`config.mk`:
```
export PLATFORM = sky130hd
export DESIGN_NAME = pkt_stream_demux
export DESIGN_NICKNAME = d
export VERILOG_FILES = /design/src/rtl/pkt_demux_pkg.sv /design/src/rtl/pkt_idle_timer.sv /design/src/rtl/pkt_sink_route.sv /design/src/rtl/pkt_parse_fsm.sv /design/src/rtl/pkt_stream_demux.sv
export SDC_FILE = /design/constraint.sdc
export NUM_CORES = 1
export LEC_CHECK = 0
export ABC_CLOCK_PERIOD_IN_PS = 3500
export BUFFER_PORTS_ARGS = -buffer_cell sky130_fd_sc_hd__buf_4
export CAP_MARGIN = 15
export CORE_MARGIN = 8
export CORE_UTILIZATION = 52
export DETAILED_ROUTE_END_ITERATION = 8
export GPL_ROUTABILITY_DRIVEN = 0
export MAX_ROUTING_LAYER = met4
export PLACE_DENSITY_LB_ADDON = 0.3
export SETUP_SLACK_MARGIN = 0.1
export SYNTH_ARGS = -nofsm -noshare
export SYNTH_HDL_FRONTEND = slang
export SYNTH_SLANG_ARGS = --single-unit
```
`constraint.sdc`:
```
create_clock -name clk -period 3.5 [get_ports clk]
set_clock_uncertainty 0.15 [all_clocks]
set_input_delay 0.7 -clock clk [delete_from_list [all_inputs] [get_ports clk]]
set_output_delay 0.7 -clock clk [all_outputs]
set_load 0.005 [all_outputs]
```
`src/rtl/pkt_demux_pkg.sv`:
```
package pkt_demux_pkg;

    localparam int NSINK = 3;

    typedef enum logic [1:0] {
        PS_HEADER  = 2'd0,
        PS_LENGTH  = 2'd1,
        PS_PAYLOAD = 2'd2
    } parse_state_e;

    typedef enum logic [1:0] {
        PK_CFG   = 2'b00,
        PK_DATA  = 2'b01,
        PK_STATE = 2'b10,
        PK_RSVD  = 2'b11
    } pkt_kind_e;

endpackage

```
`src/rtl/pkt_idle_timer.sv`:
```
module pkt_idle_timer #(
    parameter int TMO_W = 16
) (
    input  logic             clk,
    input  logic             rst_n,
    input  logic             mid_pkt,
    input  logic             in_valid,
    input  logic [TMO_W-1:0] limit,
    output logic             expire
);

    logic [TMO_W-1:0] idle_q;

    always_comb begin
        expire = mid_pkt && !in_valid && (limit != '0)
                 && (idle_q == limit - 1'b1);
    end

    always_ff @(posedge clk) begin
        if (!rst_n) begin
            idle_q <= '0;
        end else if (!mid_pkt || in_valid || expire) begin
            idle_q <= '0;
        end else begin
            idle_q <= idle_q + 1'b1;
        end
    end

    // with a limit above one, an abort always follows an idle cycle
    assert_idle_before_expire_R8: assert property (@(posedge clk) disable iff (!rst_n)
        (expire && limit > 1) |-> $past(!in_valid));

    // a zero limit never aborts
    assert_zero_limit_off_R10: assert property (@(posedge clk) disable iff (!rst_n)
        (limit == '0) |-> !expire);

endmodule

```
`src/rtl/pkt_sink_route.sv`:
```
module pkt_sink_route
    import pkt_demux_pkg::*;
(
    input  logic             payload_act,
    input  logic             in_valid,
    input  pkt_kind_e        kind,
    input  logic [NSINK-1:0] sink_full,
    output logic [NSINK-1:0] sink_we,
    output logic             stall
);

    logic [3:0] full_ext;

    always_comb begin
        full_ext = {1'b0, sink_full};
        stall    = payload_act && full_ext[kind];
    end

    for (genvar g = 0; g < NSINK; g++) begin : g_sink
        always_comb begin
            sink_we[g] = payload_act && in_valid && (kind == pkt_kind_e'(g))
                         && !sink_full[g];
        end
    end

    // at most one sink written per cycle
    always_comb begin
        assert_one_sink_R2: assert ($onehot0(sink_we));
    end

endmodule

```
`src/rtl/pkt_parse_fsm.sv`:
```
module pkt_parse_fsm
    import pkt_demux_pkg::*;
#(
    parameter int DATA_W = 32,
    parameter int ADDR_W = 8,
    parameter int LEN_W  = 16
) (
    input  logic              clk,
    input  logic              rst_n,
    input  logic [DATA_W-1:0] in_data,
    input  logic              in_valid,
    input  logic              stall,
    input  logic              expire,
    output parse_state_e      state_q,
    output pkt_kind_e         kind_q,
    output logic [ADDR_W-1:0] addr_q,
    output logic              err_q
);

    localparam int ADDR_LSB = 8;

    parse_state_e      state_n;
    pkt_kind_e         kind_n;
    logic [ADDR_W-1:0] addr_n;
    logic [LEN_W-1:0]  rem_q, rem_n;
    logic              err_n;
    logic              accept;
    logic [LEN_W-1:0]  len_field;

    always_ff @(posedge clk) begin
        if (!rst_n) begin
            state_q <= PS_HEADER;
            kind_q  <= PK_CFG;
            addr_q  <= '0;
            rem_q   <= '0;
            err_q   <= 1'b0;
        end else begin
            state_q <= state_n;
            kind_q  <= kind_n;
            addr_q  <= addr_n;
            rem_q   <= rem_n;
            err_q   <= err_n;
        end
    end

    always_comb begin
        accept    = in_valid && !stall;
        len_field = in_data[LEN_W-1:0];
        state_n   = state_q;
        kind_n    = kind_q;
        addr_n    = addr_q;
        rem_n     = rem_q;
        err_n     = err_q;
        if (expire) begin
            state_n = PS_HEADER;
            err_n   = 1'b1;
        end else if (accept) begin
            unique case (state_q)
                PS_HEADER: begin
                    kind_n  = pkt_kind_e'(in_data[1:0]);
                    addr_n  = in_data[ADDR_LSB +: ADDR_W];
                    err_n   = 1'b0;
                    state_n = PS_LENGTH;
                end
                PS_LENGTH: begin
                    if (len_field == '0) begin
                        state_n = PS_HEADER;
                    end else begin
                        rem_n   = len_field;
                        state_n = PS_PAYLOAD;
                    end
                end
                PS_PAYLOAD: begin
                    addr_n = addr_q + 1'b1;
                    rem_n  = rem_q - 1'b1;
                    if (rem_q == 1) begin
                        state_n = PS_HEADER;
                    end
                end
                default: state_n = PS_HEADER;
            endcase
        end
    end

    // zero length returns to header
    assert_zero_len_R5: assert property (@(posedge clk) disable iff (!rst_n)
        (state_q == PS_LENGTH && accept && len_field == '0) |=> state_q == PS_HEADER);

    // payload continues until the count runs out
    assert_payload_cont_R4: assert property (@(posedge clk) disable iff (!rst_n)
        (state_q == PS_PAYLOAD && accept && !expire && rem_q > 1) |=> state_q == PS_PAYLOAD);

    // consecutive payload words use consecutive addresses
    assert_addr_step_R3: assert property (@(posedge clk) disable iff (!rst_n)
        (state_q == PS_PAYLOAD && accept && rem_q > 1) |=> addr_q == $past(addr_q) + 1'b1);

    // abort lands in header with the flag raised
    assert_timeout_R9: assert property (@(posedge clk) disable iff (!rst_n)
        expire |=> (state_q == PS_HEADER && err_q));

    // no new error while waiting for a header
    assert_hdr_quiet_R11: assert property (@(posedge clk) disable iff (!rst_n)
        (state_q == PS_HEADER && !err_q) |=> !err_q);

    // a stalled word leaves the state untouched
    assert_hold_R7: assert property (@(posedge clk) disable iff (!rst_n)
        (stall && !expire) |=> $stable(state_q) && $stable(addr_q));

endmodule

```
`src/rtl/pkt_stream_demux.sv`:
```
module pkt_stream_demux
    import pkt_demux_pkg::*;
#(
    parameter int DATA_W = 32,
    parameter int ADDR_W = 8,
    parameter int LEN_W  = 16,
    parameter int TMO_W  = 16
) (
    input  logic              clk,
    input  logic              rst_n,
    input  logic [DATA_W-1:0] in_data,
    input  logic              in_valid,
    output logic              in_full,
    input  logic [TMO_W-1:0]  timeout_cycles,
    input  logic              cfg_full,
    input  logic              dat_full,
    input  logic              st_full,
    output logic              cfg_we,
    output logic              dat_we,
    output logic              st_we,
    output logic [DATA_W-1:0] wr_data,
    output logic [ADDR_W-1:0] wr_addr,
    output logic              err
);

    parse_state_e     state;
    pkt_kind_e        kind;
    logic [NSINK-1:0] sink_full;
    logic [NSINK-1:0] sink_we;
    logic             stall;
    logic             expire;
    logic             payload_act;
    logic             mid_pkt;

    always_comb begin
        sink_full   = {st_full, dat_full, cfg_full};
        payload_act = (state == PS_PAYLOAD);
        mid_pkt     = (state != PS_HEADER);
    end

    pkt_parse_fsm #(
        .DATA_W(DATA_W), .ADDR_W(ADDR_W), .LEN_W(LEN_W)
    ) u_fsm (
        .clk(clk), .rst_n(rst_n), .in_data(in_data), .in_valid(in_valid),
        .stall(stall), .expire(expire), .state_q(state), .kind_q(kind),
        .addr_q(wr_addr), .err_q(err)
    );

    pkt_sink_route u_route (
        .payload_act(payload_act), .in_valid(in_valid), .kind(kind),
        .sink_full(sink_full), .sink_we(sink_we), .stall(stall)
    );

    pkt_idle_timer #(.TMO_W(TMO_W)) u_timer (
        .clk(clk), .rst_n(rst_n), .mid_pkt(mid_pkt), .in_valid(in_valid),
        .limit(timeout_cycles), .expire(expire)
    );

    always_comb begin
        in_full = stall;
        cfg_we  = sink_we[0];
        dat_we  = sink_we[1];
        st_we   = sink_we[2];
        wr_data = in_data;
    end

    // backpressure and a write never coincide
    assert_full_no_write_R7: assert property (@(posedge clk) disable iff (!rst_n)
        in_full |-> !(cfg_we || dat_we || st_we));

    // no write outside payload
    assert_no_write_hdr_R12: assert property (@(posedge clk) disable iff (!rst_n)
        (state != PS_PAYLOAD) |-> !(cfg_we || dat_we || st_we));

    // reserved payload never stalls
    assert_rsvd_free_R6: assert property (@(posedge clk) disable iff (!rst_n)
        (payload_act && kind == PK_RSVD) |-> !in_full);

endmodule

```
==> out/metrics.csv <==
metric;value;unit
status;completed;
fillers;576;
initial DRC count;157;
Fmax;0.342;GHz
root buffer cell;clkbuf_8;
wirelength, routed;8.16;mm
grt ovf;0;
TNS Setup;0;ns
Worst path slowest cell;or4_4;
Max Cap Viol;0;
antenna-violating nets left;0;
Final period util;83.6;%
dpl cells;524;
ys flop type;dfxtp_1;
worst-skew pair later-pin latency;0.30;ns
fin area;0.00364;mm²
total track usage;19.1;%
total CTS buffers;5;
Slew HR;46.6;%
Die Y;95.1;µm
Pwr Density;337;mW/mm²
Peak VDD IR;0.191;mV
Final setup viols;0;
Hold Slack;0.312;ns
path type of the worst min-delay path;flop to flop;
Setup WS pre-CTS;0.259;ns
cell area after synthesis;0.00325;mm²
final core occ;58.7;%
Worst Setup End Kind;flop;
Initial Utilization;52.4;%
kind of critical path;input port to flop;
I/O Buffers;66;
syn_nets;490;
largest net degree at the start of global routing;38;
antenna violations before repair;0;
most frequent cells in the layout;buf_4 (69), nand2_1 (48), dfxtp_1 (45), o21ai_0 (30), nor3_1 (29);
DRC;0;
setup repair after global routing missed its margin;false;
Hold Buf Count CTS;0;
worst setup margin;0.574;ns
Die X;95.1;µm
Slew Limit Fails;0;
post-synth cell types;58;
final hold violations;0;
fin nets;513;
IO Count;99;
average size of a mapped cell;7.55;µm²
sequential element share of the synthesized area;27.7;%
wire length of the first global-routing pass;13.8;mm
routed vias/inst;5.85;
fraction of layout cells with a size suffix above 1;18.7;%
Synth async-reset ratio;0;%
H-tree levels;2;
CTS tree;built;
first drt pass iteration count;5;
commonest non-fill, non-tap cell in the layout;buf_4;
Post-synth EDFFs;0;
area delta synth->final;12.0;%
crit-path max FO;19;
Mapped Cells;431;
row count;29;
Non-Filler Instances;531;
worst-margin pin slew;0.798;ns
Synth warnings;0;
post-cts resize count;0;
Total Die Area;0.00904;mm²
Power Total;1.23;mW
clock-pin slew on the worst setup and hold paths;0.08;ns
clk sinks;45;
via count;3104;
setup bufs post-CTS;0;
sequence of cells on the critical path;buf_4, or4_4, nor4b_4, o221a_2, o2111ai_1, a2111oi_0, and3_1, buf_12, nor3_1;
Placeable Area;0.00620;mm²
register bit total from synthesis;45;
DP Area;0.00354;mm²
number of global-route vias before repair;2936;
ANT cells;0;
Startpoint Class;input port;
P_leak;1.48;nW
fin crit period;2.93;ns
drt wl/cell;15.4;µm
critical path's largest stage delay;0.56;ns
CP Data Required Time;3.52;ns
DP HPWL;6.15;mm
clock buffer depth;2;
Data arrival, critical path;2.95;ns
## metal layers
metal	vias up	wire, µm	global-route usage, %
met1	1434	3520	21.7
met2	97	4080	32.7
met3	9	441	3.78
met4	0	123	6.50
met5	-	0	-
li1	1564	-	-
## critical path: cells and delay by family
family / cells / cell delay [ns]
AOI/OAI and AO/OA: 3 / 0.72
buffers and inverters: 2 / 0.29
and+or+nand+nor: 4 / 1.23
## registers in the layout (all words and copies together), names as in the netlist
register	flops
u_fsm.addr_q	8
u_fsm.state_q	2
u_fsm.rem_q	16
u_fsm.kind_q	2
u_fsm.err_q	1
u_timer.idle_q	16
## final cells by class
| class | instances | area [µm²] | share of cell area [%] |
|---|---|---|---|
| sequential | 45 | 901 | 24.7 |
| multi-input combinational | 321 | 1960 | 53.9 |
| clock inverter | 2 | 35.0 | 0.962 |
| clock buffer | 5 | 68.8 | 1.89 |
| timing repair buffer | 70 | 538 | 14.8 |
| inverter | 11 | 41.3 | 1.13 |
| tap | 77 | 96.3 | 2.64 |
## cell families (layout without fill, tap and decap cells)
| group | Yosys count | in the layout | share of synthesized area [%] |
|---|---|---|---|
| DFF | 45 | 45 | 27.7 |
| adders and majority gates | 5 | 5 | 1.92 |
| muxes | 2 | 2 | 0.615 |
| AOI/OAI and AO/OA | 93 | 93 | 18.6 |
| xor gates and xnor gates | 31 | 31 | 8.35 |
| buffers and inverters | 65 | 88 | 12.0 |
| and+or+nand+nor | 190 | 190 | 30.8 |
## final timing paths
path | start | end | slack (ns) | cells past startpoint
setup / recovery | timeout_cycles[6] | u_timer.idle_q[7]$_SDFF_PP0_ | 0.57 | 9
hold / removal | u_fsm.rem_q[8]$_SDFFE_PN0P_ | u_fsm.rem_q[8]$_SDFFE_PN0P_ | 0.31 | 2
setup reg to reg | u_fsm.state_q[0]$_SDFFE_PP0P_ | u_fsm.addr_q[5]$_SDFFE_PN0P_ | 0.78 | 7
hold reg to reg | u_fsm.rem_q[8]$_SDFFE_PN0P_ | u_fsm.rem_q[8]$_SDFFE_PN0P_ | 0.31 | 2
## synth_stat cells (4+ instances only)
cell / n / area [µm²]
nand2_1: 48 / 180
dfxtp_1: 45 / 901
buf_4: 32 / 240
o21ai_0: 30 / 150
nor3_1: 29 / 145
nor2_1: 24 / 90.1
nand3_1: 21 / 105
clkbuf_1: 18 / 67.6
xor2_1: 17 / 149
a21oi_1: 16 / 80.1
xnor2_1: 14 / 123
nor4_1: 12 / 75.1
inv_1: 11 / 41.3
nor2b_1: 10 / 62.6
and2_1: 9 / 56.3
a22oi_1: 8 / 60.1
nand4_1: 8 / 50.1
a31oi_1: 5 / 31.3
and3_1: 5 / 31.3
ha_1: 5 / 62.6
nor3b_1: 4 / 30.0
o31ai_1: 4 / 30.0
## report_power, final
part | internal [mW] | total [mW] | switching (mW)
clock | 0.208 | 0.385 | 0.177
sequential | 0.533 | 0.558 | 0.0253
combinational | 0.127 | 0.285 | 0.158
Note: power is estimated with default switching activity, not from simulation.
